==> config.mk <==
export PLATFORM = sky130hd
export DESIGN_NAME = lineRangeSeq
export DESIGN_NICKNAME = d
export VERILOG_FILES = /design/src/rtl/lrs_pkg.sv /design/src/rtl/lrsDatapath.sv /design/src/rtl/lrsControl.sv /design/src/rtl/lineRangeSeq.sv
export SDC_FILE = /design/constraint.sdc
export NUM_CORES = 1
export LEC_CHECK = 0
export BUFFER_PORTS_ARGS = -buffer_cell sky130_fd_sc_hd__buf_2
export CAP_MARGIN = 20
export CORE_ASPECT_RATIO = 1.4
export CORE_UTILIZATION = 44
export DETAILED_ROUTE_END_ITERATION = 7
export GPL_ROUTABILITY_DRIVEN = 0
export PLACE_DENSITY = 0.61
export REMOVE_ABC_BUFFERS = 1
export SYNTH_ARGS = -nofsm -noshare
export SYNTH_HDL_FRONTEND = slang
export SYNTH_SLANG_ARGS = --single-unit
export TNS_END_PERCENT = 10
==> constraint.sdc <==
create_clock -name clk -period 6.75 [get_ports clk]
set_clock_uncertainty 0.2 [all_clocks]
set_input_delay 2.025 -clock clk [delete_from_list [all_inputs] [get_ports clk]]
set_output_delay 2.025 -clock clk [all_outputs]
set_load 0.03 [all_outputs]
==> src/rtl/lrs_pkg.sv <==
package lrs_pkg;

  typedef enum logic [2:0] {
    CMD_START       = 3'd0,
    CMD_END_CLEAN   = 3'd1,
    CMD_END_INV     = 3'd2,
    CMD_LINE_CLEAN  = 3'd3,
    CMD_LINE_INV    = 3'd4,
    CMD_LINE_CLNINV = 3'd5,
    CMD_INV_ALL     = 3'd6,
    CMD_NONE        = 3'd7
  } cmdKindE;

  typedef enum logic [1:0] {
    OP_CLEAN  = 2'd0,
    OP_INV    = 2'd1,
    OP_CLNINV = 2'd2,
    OP_INVALL = 2'd3
  } lineOpE;

  typedef enum logic [1:0] {
    ST_IDLE  = 2'd0,
    ST_ISSUE = 2'd1,
    ST_FLUSH = 2'd2
  } seqStateE;

  // control-to-datapath strobes
  typedef struct packed {
    logic   ldStart;
    logic   ldRange;
    logic   ldSingle;
    logic   ldAll;
    logic   step;
    lineOpE opSel;
  } seqStrobeS;

endpackage

==> src/rtl/lrsDatapath.sv <==
module lrsDatapath
  import lrs_pkg::*;
#(
  parameter int ADDR_W     = 32,
  parameter int LINE_BYTES = 32,
  parameter int PAGE_BYTES = 4096
) (
  input  logic              clk,
  input  logic              rstN,
  input  seqStrobeS         strobe,
  input  logic [ADDR_W-1:0] cmdAddr,
  output logic              pageBad,
  output logic              rangeEmpty,
  output logic              atLast,
  output logic [ADDR_W-1:0] lineAddr,
  output lineOpE            lineOp,
  output logic              errFlag
);

  localparam int OFF_W = $clog2(LINE_BYTES);
  localparam int PG_W  = $clog2(PAGE_BYTES);

  logic [ADDR_W-1:0] startReg;
  logic [ADDR_W-1:0] curAddr;
  logic [ADDR_W-1:0] lastAddr;
  lineOpE            opReg;
  logic              errReg;

  logic [PG_W:0]       sumOff;
  logic [PG_W:0]       firstOff;
  logic [PG_W:0]       lastOff;
  logic [ADDR_W-1:0]   cmdBase;
  logic [ADDR_W-1:0]   firstAddr;

  // first line base at or above start, kept as a page offset with a carry bit
  always_comb begin
    sumOff    = {1'b0, startReg[PG_W-1:0]} + (PG_W+1)'(LINE_BYTES - 1);
    firstOff  = {sumOff[PG_W:OFF_W], {OFF_W{1'b0}}};
    lastOff   = {1'b0, cmdAddr[PG_W-1:OFF_W], {OFF_W{1'b0}}};
    cmdBase   = {cmdAddr[ADDR_W-1:OFF_W], {OFF_W{1'b0}}};
    firstAddr = {startReg[ADDR_W-1:PG_W], firstOff[PG_W-1:0]};
  end

  assign pageBad    = startReg[ADDR_W-1:PG_W] != cmdAddr[ADDR_W-1:PG_W];
  assign rangeEmpty = firstOff > lastOff;
  assign atLast     = curAddr == lastAddr;

  always_ff @(posedge clk) begin
    if (!rstN) begin
      startReg <= '0;
      curAddr  <= '0;
      lastAddr <= '0;
      opReg    <= OP_CLEAN;
      errReg   <= 1'b0;
    end else begin
      if (strobe.ldStart) begin
        startReg <= cmdAddr;
      end
      if (strobe.ldRange) begin
        curAddr  <= firstAddr;
        lastAddr <= cmdBase;
        opReg    <= strobe.opSel;
        errReg   <= pageBad;
      end else if (strobe.ldSingle) begin
        curAddr  <= cmdBase;
        lastAddr <= cmdBase;
        opReg    <= strobe.opSel;
        errReg   <= 1'b0;
      end else if (strobe.ldAll) begin
        curAddr  <= '0;
        lastAddr <= '0;
        opReg    <= OP_INVALL;
        errReg   <= 1'b0;
      end else if (strobe.step) begin
        curAddr  <= curAddr + ADDR_W'(LINE_BYTES);
      end
    end
  end

  assign lineAddr = curAddr;
  assign lineOp   = opReg;
  assign errFlag  = errReg;

  // walking never leaves the page of the range
  AST_STEP_IN_PAGE: assert property (@(posedge clk) disable iff (!rstN)
    strobe.step |=> curAddr[ADDR_W-1:PG_W] == $past(curAddr[ADDR_W-1:PG_W]));

  // a step is only taken before the last line is reached
  AST_STEP_NOT_LAST: assert property (@(posedge clk) disable iff (!rstN)
    strobe.step |-> curAddr < lastAddr);

endmodule

==> src/rtl/lrsControl.sv <==
module lrsControl
  import lrs_pkg::*;
(
  input  logic      clk,
  input  logic      rstN,
  input  logic      cmdValid,
  input  logic [2:0] cmdKind,
  input  logic      lineReady,
  input  logic      pageBad,
  input  logic      rangeEmpty,
  input  logic      atLast,
  output seqStrobeS strobe,
  output logic      stall,
  output logic      lineValid
);

  seqStateE stateQ, stateD;
  logic     pendQ, pendD;
  cmdKindE  kind;

  assign kind = cmdKindE'(cmdKind);

  always_comb begin
    strobe = '0;
    stateD = stateQ;
    pendD  = pendQ;
    unique case (stateQ)
      ST_IDLE: begin
        if (cmdValid) begin
          unique case (kind)
            CMD_START: begin
              strobe.ldStart = 1'b1;
              pendD          = 1'b1;
            end
            CMD_END_CLEAN, CMD_END_INV: begin
              if (pendQ) begin
                pendD          = 1'b0;
                strobe.ldRange = 1'b1;
                strobe.opSel   = (kind == CMD_END_CLEAN) ? OP_CLEAN : OP_INV;
                stateD         = (pageBad || rangeEmpty) ? ST_FLUSH : ST_ISSUE;
              end
            end
            CMD_LINE_CLEAN, CMD_LINE_INV, CMD_LINE_CLNINV: begin
              pendD           = 1'b0;
              strobe.ldSingle = 1'b1;
              strobe.opSel    = (kind == CMD_LINE_CLEAN) ? OP_CLEAN :
                                (kind == CMD_LINE_INV)   ? OP_INV : OP_CLNINV;
              stateD          = ST_ISSUE;
            end
            CMD_INV_ALL: begin
              pendD        = 1'b0;
              strobe.ldAll = 1'b1;
              stateD       = ST_ISSUE;
            end
            default: begin
            end
          endcase
        end
      end
      ST_ISSUE: begin
        if (lineReady) begin
          if (atLast) begin
            stateD = ST_IDLE;
          end else begin
            strobe.step = 1'b1;
          end
        end
      end
      ST_FLUSH: begin
        stateD = ST_IDLE;
      end
      default: begin
        stateD = ST_IDLE;
      end
    endcase
  end

  always_ff @(posedge clk) begin
    if (!rstN) begin
      stateQ <= ST_IDLE;
      pendQ  <= 1'b0;
    end else begin
      stateQ <= stateD;
      pendQ  <= pendD;
    end
  end

  assign stall     = stateQ != ST_IDLE;
  assign lineValid = stateQ == ST_ISSUE;

  // an unanswered command stays offered
  AST_HOLD_VALID: assert property (@(posedge clk) disable iff (!rstN)
    lineValid && !lineReady |=> lineValid);

  // a stall without any line command lasts one cycle
  AST_FLUSH_ONE: assert property (@(posedge clk) disable iff (!rstN)
    $rose(stall) && !lineValid |=> !stall);

  // nothing is loaded while the requester is held
  AST_NO_LOAD_BUSY: assert property (@(posedge clk) disable iff (!rstN)
    stall |-> !(strobe.ldStart || strobe.ldRange || strobe.ldSingle || strobe.ldAll));

endmodule

==> src/rtl/lineRangeSeq.sv <==
module lineRangeSeq
  import lrs_pkg::*;
#(
  parameter int ADDR_W     = 32,
  parameter int LINE_BYTES = 32,
  parameter int PAGE_BYTES = 4096
) (
  input  logic              clk,
  input  logic              rstN,
  input  logic              cmdValid,
  input  logic [2:0]        cmdKind,
  input  logic [ADDR_W-1:0] cmdAddr,
  output logic              stall,
  output logic              errFlag,
  output logic              lineValid,
  input  logic              lineReady,
  output logic [ADDR_W-1:0] lineAddr,
  output logic [1:0]        lineOp
);

  localparam int OFF_W = $clog2(LINE_BYTES);

  seqStrobeS strobe;
  logic      pageBad;
  logic      rangeEmpty;
  logic      atLast;
  lineOpE    opOut;

  lrsControl uCtrl (
    .clk        (clk),
    .rstN       (rstN),
    .cmdValid   (cmdValid),
    .cmdKind    (cmdKind),
    .lineReady  (lineReady),
    .pageBad    (pageBad),
    .rangeEmpty (rangeEmpty),
    .atLast     (atLast),
    .strobe     (strobe),
    .stall      (stall),
    .lineValid  (lineValid)
  );

  lrsDatapath #(
    .ADDR_W     (ADDR_W),
    .LINE_BYTES (LINE_BYTES),
    .PAGE_BYTES (PAGE_BYTES)
  ) uDp (
    .clk        (clk),
    .rstN       (rstN),
    .strobe     (strobe),
    .cmdAddr    (cmdAddr),
    .pageBad    (pageBad),
    .rangeEmpty (rangeEmpty),
    .atLast     (atLast),
    .lineAddr   (lineAddr),
    .lineOp     (opOut),
    .errFlag    (errFlag)
  );

  assign lineOp = opOut;

  AST_VALID_STALL: assert property (@(posedge clk) disable iff (!rstN)
    lineValid |-> stall);

  AST_ADDR_STABLE: assert property (@(posedge clk) disable iff (!rstN)
    lineValid && !lineReady |=> $stable(lineAddr) && $stable(lineOp));

  AST_LINE_ALIGNED: assert property (@(posedge clk) disable iff (!rstN)
    lineValid |-> lineAddr[OFF_W-1:0] == '0);

  AST_NEXT_LINE: assert property (@(posedge clk) disable iff (!rstN)
    lineValid && lineReady |=> !lineValid || lineAddr == $past(lineAddr) + ADDR_W'(LINE_BYTES));

  AST_ERR_QUIET: assert property (@(posedge clk) disable iff (!rstN)
    errFlag |-> !lineValid);

endmodule

; Yosys cells after proc, flatten, opt, wreduce, memory -nomap -nowiden
; Cells that the tools add are included.
[totals]
output_inout_bits = 37
regBits = 97
inputBits = 39
wordCells = 78
[op_classes]
n_bitwise = 1
n_reduce_logical = 14
n_lt_le_gt_ge = 1
n_mux = 38
add_sub_neg = 2
n_eq_ne = 14
[ops]
columns = cell, n
row1 = $mux W32, 7
row2 = $add A32 B6 Y32 const B, 1
row3 = $eq A32 B32 Y1, 1
row4 = $mux W2, 13
row5 = $ne A20 B20 Y1, 1
row6 = $add A12 B5 Y13 const B, 1
row7 = $gt A13 B12 Y1, 1
row8 = $mux W1, 12
row9 = $pmux W2 S2, 3
row10 = $eq A3 B3 Y1 const B, 3
row11 = $mux W4, 2
row12 = $reduce_or A4 Y1, 2
row13 = $eq A3 B2 Y1 const B, 2
row14 = $reduce_or A6 Y1, 1
row15 = $reduce_and A5 Y1, 1
row16 = $ne A2 B1 Y1 const B, 2
row17 = $reduce_bool A2 Y1, 2
row18 = $reduce_bool A4 Y1, 1
row19 = $eq A3 B1 Y1 const B, 1
row20 = $logic_not A3 Y1, 1
row21 = $ne A3 B2 Y1 const B, 1
row22 = $ne A3 B3 Y1 const B, 1
row23 = $reduce_and A3 Y1, 1
row24 = $reduce_bool A3 Y1, 1
row25 = other kinds (8), 8

; Longest topological paths before layout
; Gate-level depths: netlist (run 1).
[depth]
ltp_word = 8
mapped_depth = 11
ltp_nobuf = 11

; By module
; A second synthesis (run 1) with hierarchy kept.
[unflattened]
cells_unflattened = 656
area_unflattened_um2 = 5417.7
[by_module_without_submodules]
columns = mod, area_per_inst_um2, seq_area_each_um2, cells_each, instances
row1 = lrsDatapath, 5107.4, 1781.7, 619, 1
row2 = lrsControl, 310.3, 60.1, 37, 1

; Worst setup path after synthesis (run 1)
; OpenSTA, ideal clock, no wires.
[synth_timing]
kind = input port to flip-flop
startpoint = input port cmdKind[0]
endpoint = register uDp.lastAddr[11]
stages = 8
path_slack_ns = 3.031
path_buffers = 3
required_ns = 6.422
setup_time_ns = 0.128
t_arrival_ns = 3.391
path_cell_list = buf_2 > xor2_1 > and3_1 > or2_2 > clkbuf_1 > buf_2 > a22oi_1 > nor2_1
[synth_between]
elab_chain_cells = 7
elab_cells_between_ends = 16
classes_between = eq/ne (6) / mux (7) / reduce/logical (3)
[synth_lines]
columns = element, line
row1 = from (decl), lineRangeSeq.sv:11  ; input logic [2:0] cmdKind,
row2 = $eq A3 B3 Y1 or $eq A3 B2 Y1 (tied branches), lrsControl.sv:30  ; unique case (kind)
row3 = $reduce_or A3 Y1, n/a
row4 = $mux W1, lrsControl.sv:30
row5 = $mux W4 *, lrsControl.sv:29  ; if (cmdValid) begin
row6 = $mux W4 *, lrsControl.sv:27  ; unique case (stateQ)
row7 = $mux W32, lrsDatapath.sv:64  ; end else if (strobe.ldSingle) begin
row8 = $mux W32, lrsDatapath.sv:59  ; if (strobe.ldRange) begin
row9 = to (signal assigned), lrsDatapath.sv:61  ; lastAddr <= cmdBase;
row10 = to (signal assigned), lrsDatapath.sv:66  ; lastAddr <= cmdBase;
row11 = to (decl), lrsDatapath.sv:25  ; logic [ADDR_W-1:0] lastAddr;
; Mark *: on every way between the ends. The rest lies on a longest branch, timed or not.
; A chain may end at the register's enable or synchronous reset.

; Worst setup path after layout (run 1)
[layout_timing]
startpoint = input port cmdKind[1]
endpoint = register uDp.curAddr[27], in the netlist uDp.lineAddr[27]
[layout_between]
elab_chain_cells = 7
elab_cells_between_ends = 17
classes_between = eq/ne (6) / mux (8) / reduce/logical (3)
[layout_lines]
columns = element, line
row1 = $eq A3 B3 Y1 or $eq A3 B2 Y1 (tied branches), lrsControl.sv:30
row2 = $reduce_or A3 Y1 or $mux W1 (tied branches), n/a
row3 = $mux W1 or $mux W4 (tied branches), "lrsControl.sv:30, lrsControl.sv:29"
row4 = $mux W4 *, lrsControl.sv:29
row5 = $mux W4 *, lrsControl.sv:27
row6 = $mux W32, lrsDatapath.sv:64
row7 = $mux W32, lrsDatapath.sv:59
row8 = to (signal assigned), lrsDatapath.sv:60  ; curAddr <= firstAddr;
row9 = to (signal assigned), lrsDatapath.sv:65  ; curAddr <= cmdBase;
row10 = to (signal assigned), lrsDatapath.sv:75  ; curAddr <= curAddr + ADDR_W'(LINE_BYTES);
row11 = to (decl), lrsDatapath.sv:24  ; logic [ADDR_W-1:0] curAddr;
; Marks and branches as above.

==> results.yml, run 1 <==
clock_tree:
  cts_made_buffers: 9
  insertion_delay_ps: 340
  post_cts_resized: 0
  cts_hold_buffers: 0
  path_clk_slew_ps: 60
  cts_htree_levels: 3
  tritoncts: "yes"
  root_buffer: "clkbuf_16"
  cts.sinks: 92
  postCtsSetupRepairBufs: 0
  cts_max_path_buffers: 2
sta:
  hold_viol: 0
  fin_crit_ps: 4250
  slew_viol_final: 0
  tightest_slew_ps: 820
  setup_ws_ps: 2500
  fin_tns_setup_ps: 0
  setup_violations: 0
  slew_headroom_pct: 45.3
  timing.fmax_mhz: 235
  finalCritPeriodShare_pct: 63.0
  rsz0062_at_grt: "false"
cells_and_area:
  layout.cells.most_common: "dfxtp_1"
  final_cell_mix: "dfxtp_1 (92), nand2_1 (85), buf_2 (70)"
  fin_cells: 842
  regArea_um2: 1840
  multi_input_area_um2: 3240
  area_growth_pct: 10.5
  layout-drive-gt1-share_pct: 17.8
  antenna_cells: 0
  fin_nets: 738
  design_area_um2: 6030
  n_fill_cell: 1179
floorplanning:
  initial_utilization_pct: 45.7
  core_um2: 11900
  die_x_um: 96.2
  ios: 76
  dieArea_um2: 12900
  rows: 47
  die_h_um: 134
job:
  maxCapViolations: 0
grt:
  grt_antenna_before_repair: 0
  grt.overflow.total: 0
  grt_max_degree: 56
  grt_pass1_vias: 4948
  grt_usage_pct: 27.2
  grt_pass1_wl_mm: 26.7
setup_path:
  arrival_ps: 4280
  cpMaxStageDelayCell: "or2_2"
  path_cells: "buf_2 -> maj3_1 -> nor2_1 -> or2_2 -> buf_4 -> a211oi_1 -> a311o_1"
  crit_path_max_fanout: 40
  endpoint_kind: "register"
  crit_required_ps: 6780
  slowest_delay_ps: 690
  worstSetupPathType: "in -> reg"
  worstSetupStartpointType: "input port"
logic_synthesis:
  synth-edff-count: 0
  yosys_warnings: 0
  ys_ff_latch: 92
  syn_area_per_cell_um2: 8.35
  ys_async_sr_fraction_pct: 0
  synth_cells: 654
  synth_area_um2: 5460
  synth_flop_cell: "dfxtp_1"
  ys_seq_area_share_pct: 33.7
  yosysUniqueCellTypes: 73
power_and_ir_drop:
  power_density_nw_per_um2: 224
  power_frac_seq_pct: 43.4
  combPwrFrac_pct: 17.6
  switchingPower_uw: 390
  p_clk_share_pct: 39.0
  total_power_mw: 1.35
  p_leak_nw: 2.31
  peakVddDrop_v: 0.000102
  p_int_uw: 964
  swShare_pct: 28.8
drt:
  vias_per_cell: 6.25
  wl_per_cell_um: 20.1
  drt_iter0_drc: 377
  route.detailed.drc: 0
  routed_wirelength_mm: 16.9
  ant_nets: 0
  vias: 5259
  dr.pass1.iters: 5
place:
  dp.cells: 827
  placed_area_um2: 5730
  dp_hpwl_mm: 11.5
  pre_cts_ws_ps: 2190
  portBuffers: 70
status:
  status: "finished clean"
min_path:
  hp-class: "reg -> reg"
kinds of logic (layout without fill, tap and decap cells):
logic type      after synthesis  after routing  synth area share [%]
simple gates                224            224                  21.1
fa+ha+maj                     9              9                  2.02
compound gates              189            189                  24.6
other cells                   1              5                0.0687
flops                        92             92                  33.7
buf+inv                      71            108                  7.26
xor+xnor                     68             68                  11.3
metrics by stage:
stage	util, %	hold WS (ps)
final	50.6	253
after global placement	48.0	245
after global routing	50.6	273
after detailed placement	48.0	248
after floorplan	-	236
after CTS	50.6	257
sequential cells by signal, summed over array words and instances, names as in the netlist:
register      count
uDp.lastAddr     27
uDp.lineAddr     27
uDp.errFlag       1
uCtrl.pendQ       1
uCtrl.stateQ      2
uDp.lineOp        2
uDp.startReg     32
worst max-delay path, delay by kind of cell:
| kind | cells | cell delay (ps) |
|---|---|---|
| buffers and inverters | 2 | 550 |
| adder cells (fa/ha/maj) | 1 | 380 |
| AND/OR/NAND/NOR | 2 | 860 |
| AO/OA/AOI/OAI | 2 | 440 |
Yosys cell counts (all sizes together) (5+ instances only):
master | instances | share of area, %
ha | 8 | 1.8
buf | 36 | 4.8
o21ai | 14 | 1.3
a21oi | 60 | 5.6
nand2 | 85 | 5.8
a22o | 6 | 0.96
o31ai | 10 | 1.4
a221oi | 9 | 1.4
nand4 | 22 | 2.7
and3 | 8 | 0.92
clkbuf | 20 | 1.4
xor2 | 27 | 4.3
nor3 | 11 | 1.2
nor2 | 47 | 3.4
xnor2 | 41 | 7.0
nor4 | 5 | 0.85
nand3 | 17 | 1.6
a22oi | 32 | 4.4
and4 | 5 | 0.80
o221a | 8 | 1.6
a211oi | 7 | 0.96
inv | 15 | 1.0
a31oi | 7 | 0.80
a41oi | 5 | 0.80
dfxtp | 92 | 34
power by group through the flow:
stage	Combinational [mW]	Clock (mW)	Sequential, mW
CTS	0.236	0.533	0.587
floorplan	0.141	0	0.606
global placement	0.232	0	0.598
detailed placement	0.235	0	0.599
finish	0.239	0.527	0.587
global route	0.256	0.554	0.590
area by class of cell:
cell class	instances	share of cell area, %
Clock inverter	1	0.498
Clock buffer	14	4.54
Timing Repair Buffer	78	6.80
Sequential cell	92	30.5
Multi-Input combinational cell	495	53.7
Tap cell	147	3.05
Inverter	15	0.933
routing by layer:
layer / routed length (um) / global-route usage (%)
met3: 980 / 3.00
met4: 577 / 11.5
met1: 6910 / 35.5
met5: 0 / 0
met2: 8420 / 44.9
path summary, 6_finish.rpt:
check	to	cells after the start	start	slack [ps]
max	uDp.lineAddr[27]	7	cmdKind[1]	2500
min	uDp.startReg[3]	2	uDp.startReg[3]	250
max reg2reg	uCtrl.stateQ[0]	10	uDp.startReg[3]	3520
min reg2reg	uDp.startReg[3]	2	uDp.startReg[3]	250
(Power assumes the default switching activity.)
==> inputs of run 2 (changes only) <==
--- a/config.mk
+++ b/config.mk
@@ -11,7 +11,7 @@
 export CORE_UTILIZATION = 44
 export DETAILED_ROUTE_END_ITERATION = 7
 export GPL_ROUTABILITY_DRIVEN = 0
-export PLACE_DENSITY = 0.61
+export PLACE_DENSITY = 0.63
 export REMOVE_ABC_BUFFERS = 1
 export SYNTH_ARGS = -nofsm -noshare
 export SYNTH_HDL_FRONTEND = slang
==> constraint.sdc (replaced) <==
create_clock -name clk -period 3.5 [get_ports clk]
set_clock_uncertainty 0.2 [all_clocks]
set_input_delay 1.05 -clock clk [delete_from_list [all_inputs] [get_ports clk]]
set_output_delay 1.05 -clock clk [all_outputs]
set_load 0.03 [all_outputs]
==> run 2 against run 1 <==
Non-clock buffer count grew 6. Die area did not move. Sequential share of layout area shrank 0.42 points. Register-to-register slack got worse by 3200 ps. Clock-buffer cell count down 3. Setup slack got worse by 2200 ps. Utilization up 0.70 points. Routed wire length increased by 0.24%. Critical path depth rose by 3. Cell area increased by 1.4%. Critical endpoint is now uCtrl.stateQ[0].
==> results.yml, run 2 (synthesis results as in run 1) <==
clock_tree:
  cts_made_buffers: 9
  cts_hold_buffers: 0
  cts_max_path_buffers: 2
  cts.sinks: 92
  root_buffer: "clkbuf_16"
  path_clk_slew_ps: 70
  cts_htree_levels: 3
  insertion_delay_ps: 350
  tritoncts: "yes"
drt:
  routed_wirelength_mm: 16.9
  drt_iter0_drc: 327
  wl_per_cell_um: 19.9
  route.detailed.drc: 0
  dr.pass1.iters: 5
  vias: 5257
  ant_nets: 0
  vias_per_cell: 6.19
floorplanning:
  ios: 76
  die_x_um: 96.2
  initial_utilization_pct: 45.7
  rows: 47
  die_h_um: 134
  core_um2: 11900
  dieArea_um2: 12900
sta:
  hold_viol: 0
  fin_crit_ps: 3170
  timing.fmax_mhz: 315
  finalCritPeriodShare_pct: 90.7
  fin_tns_setup_ps: 0
  tightest_slew_ps: 645
  holdWs_ps: 263
  slew_headroom_pct: 57.0
  slew_viol_final: 0
  setup_violations: 0
  rsz0062_at_grt: "false"
power_and_ir_drop:
  p_leak_nw: 2.36
  p_clk_share_pct: 39.8
  swShare_pct: 28.7
  switchingPower_uw: 766
  combPwrFrac_pct: 17.7
  peakVddDrop_v: 0.000214
  power_density_nw_per_um2: 436
  p_int_mw: 1.90
  power_frac_seq_pct: 42.5
setup_path:
  crit_path_max_fanout: 4
  worst_path_dominant_cell_family: "compound AO/OA/AOI/OAI gates"
  cpMaxStageDelayCell: "or4_4"
  slowest_delay_ps: 570
  arrival_ps: 3250
  crit_required_ps: 3580
  worstSetupPathType: "reg -> reg"
  rr_worst_depth: 10
  path_cells: "or4_4 -> o21ai_1 -> nor2_1 -> xor2_1 -> ha_1 -> a21oi_1 -> a21boi_0 -> o41ai_1 -> nand3_1 -> o211ai_1"
  endpoint_kind: "register"
  path_buf_inv: 0
  cp.depth: 10
  worstSetupStartpointType: "register"
place:
  placed_area_um2: 5800
  portBuffers: 70
  dp_hpwl_mm: 11.8
cells_and_area:
  design_area_um2: 6120
  largest_reg_flops: 32
  top_register: "uDp.startReg"
  area_growth_pct: 12.0
  n_fill_cell: 1170
  finish.utilization_pct: 51.3
  antenna_cells: 0
  layout.cells.most_common: "dfxtp_1"
  fin_nets: 744
  layout-drive-gt1-share_pct: 18.8
  final_cell_mix: "dfxtp_1 (92), nand2_1 (85), buf_2 (70)"
job:
  maxCapViolations: 0
grt:
  grt_pass1_wl_mm: 26.9
  grt_usage_pct: 27.5
  grt.overflow.total: 0
  grt_pass1_vias: 5171
  grt_antenna_before_repair: 0
  grt_max_degree: 71
min_path:
  hold_path_depth: 2
  hp-class: "reg -> reg"
status:
  status: "finished clean"
## run 2: cell count changes in the layout (fill, tap and decap cells not counted)
| cell | before | now |
|---|---|---|
| buf_12 | 0 | 2 |
| buf_4 | 8 | 12 |
| bufinv_16 | 1 | 2 |
| clkbuf_1 | 2 | 1 |
| clkbuf_8 | 3 | 1 |
| clkinv_2 | 0 | 3 |
| o21ai_0 | 13 | 12 |
| o21ai_1 | 1 | 2 |
## run 2: cell type report
class / count / area (um^2) / area share (%)
Clock buffer: 11 / 243 / 3.97
Clock inverter: 5 / 75.1 / 1.23
Inverter: 15 / 56.3 / 0.920
Multi-Input combinational cell: 495 / 3240 / 52.9
Sequential cell: 92 / 1840 / 30.1
Tap cell: 147 / 184 / 3.01
Timing Repair Buffer: 84 / 480 / 7.85
## run 2: through the flow
| step | worst slack (ps) | std cells | total power [mW] |
|---|---|---|---|
| 4_1_cts | 240 | 849 | 2.66 |
| 5_1_grt | 98.6 | 849 | 2.76 |
| 2_1_floorplan | 84.3 | 602 | 1.44 |
| 3_3_place_gp | 379 | 833 | 1.61 |
| 6_report | 326 | 849 | 2.67 |
| 3_5_place_dp | 278 | 833 | 1.62 |
## run 2: path summary, 6_finish.rpt
kind,startpoint,slack (ps),to
hold / removal,uDp.startReg[3],260,uDp.startReg[3]
setup / recovery,uDp.startReg[3],330,uCtrl.stateQ[0]
hold reg to reg,uDp.startReg[3],260,uDp.startReg[3]
setup reg to reg,uDp.startReg[3],330,uCtrl.stateQ[0]
## run 2: repair_timing
item	CTS	global route
endpoints found under the setup margin	0	1
endpoints found under the hold margin	0	0
buffers inserted	0	0
resized for setup	0	1
## run 2: routing by layer
layer | GRT usage, % | wire length [um] | vias up
li1 | - | - | 2459
met1 | 35.1 | 6860 | 2474
met4 | 12.4 | 667 | 0
met5 | 0 | 0 | -
met2 | 44.8 | 8240 | 273
met3 | 4.54 | 1160 | 51
## run 2: power groups by stage
stage	Clock [mW]	Sequential (mW)	Combinational, mW
global placement	0	1.15	0.459
global route	1.12	1.14	0.507
finish	1.06	1.13	0.472
CTS	1.07	1.13	0.467
floorplan	0	1.17	0.272
detailed placement	0	1.15	0.465
## run 2: worst reg2reg max path, cell delays in order (launching register included)
cell and delay, ps:
dfxtp_1 310, or4_4 570, o21ai_1 280, nor2_1 90, xor2_1 300, ha_1 330, a21oi_1 160, a21boi_0 110
o41ai_1 460, nand3_1 140, o211ai_1 160
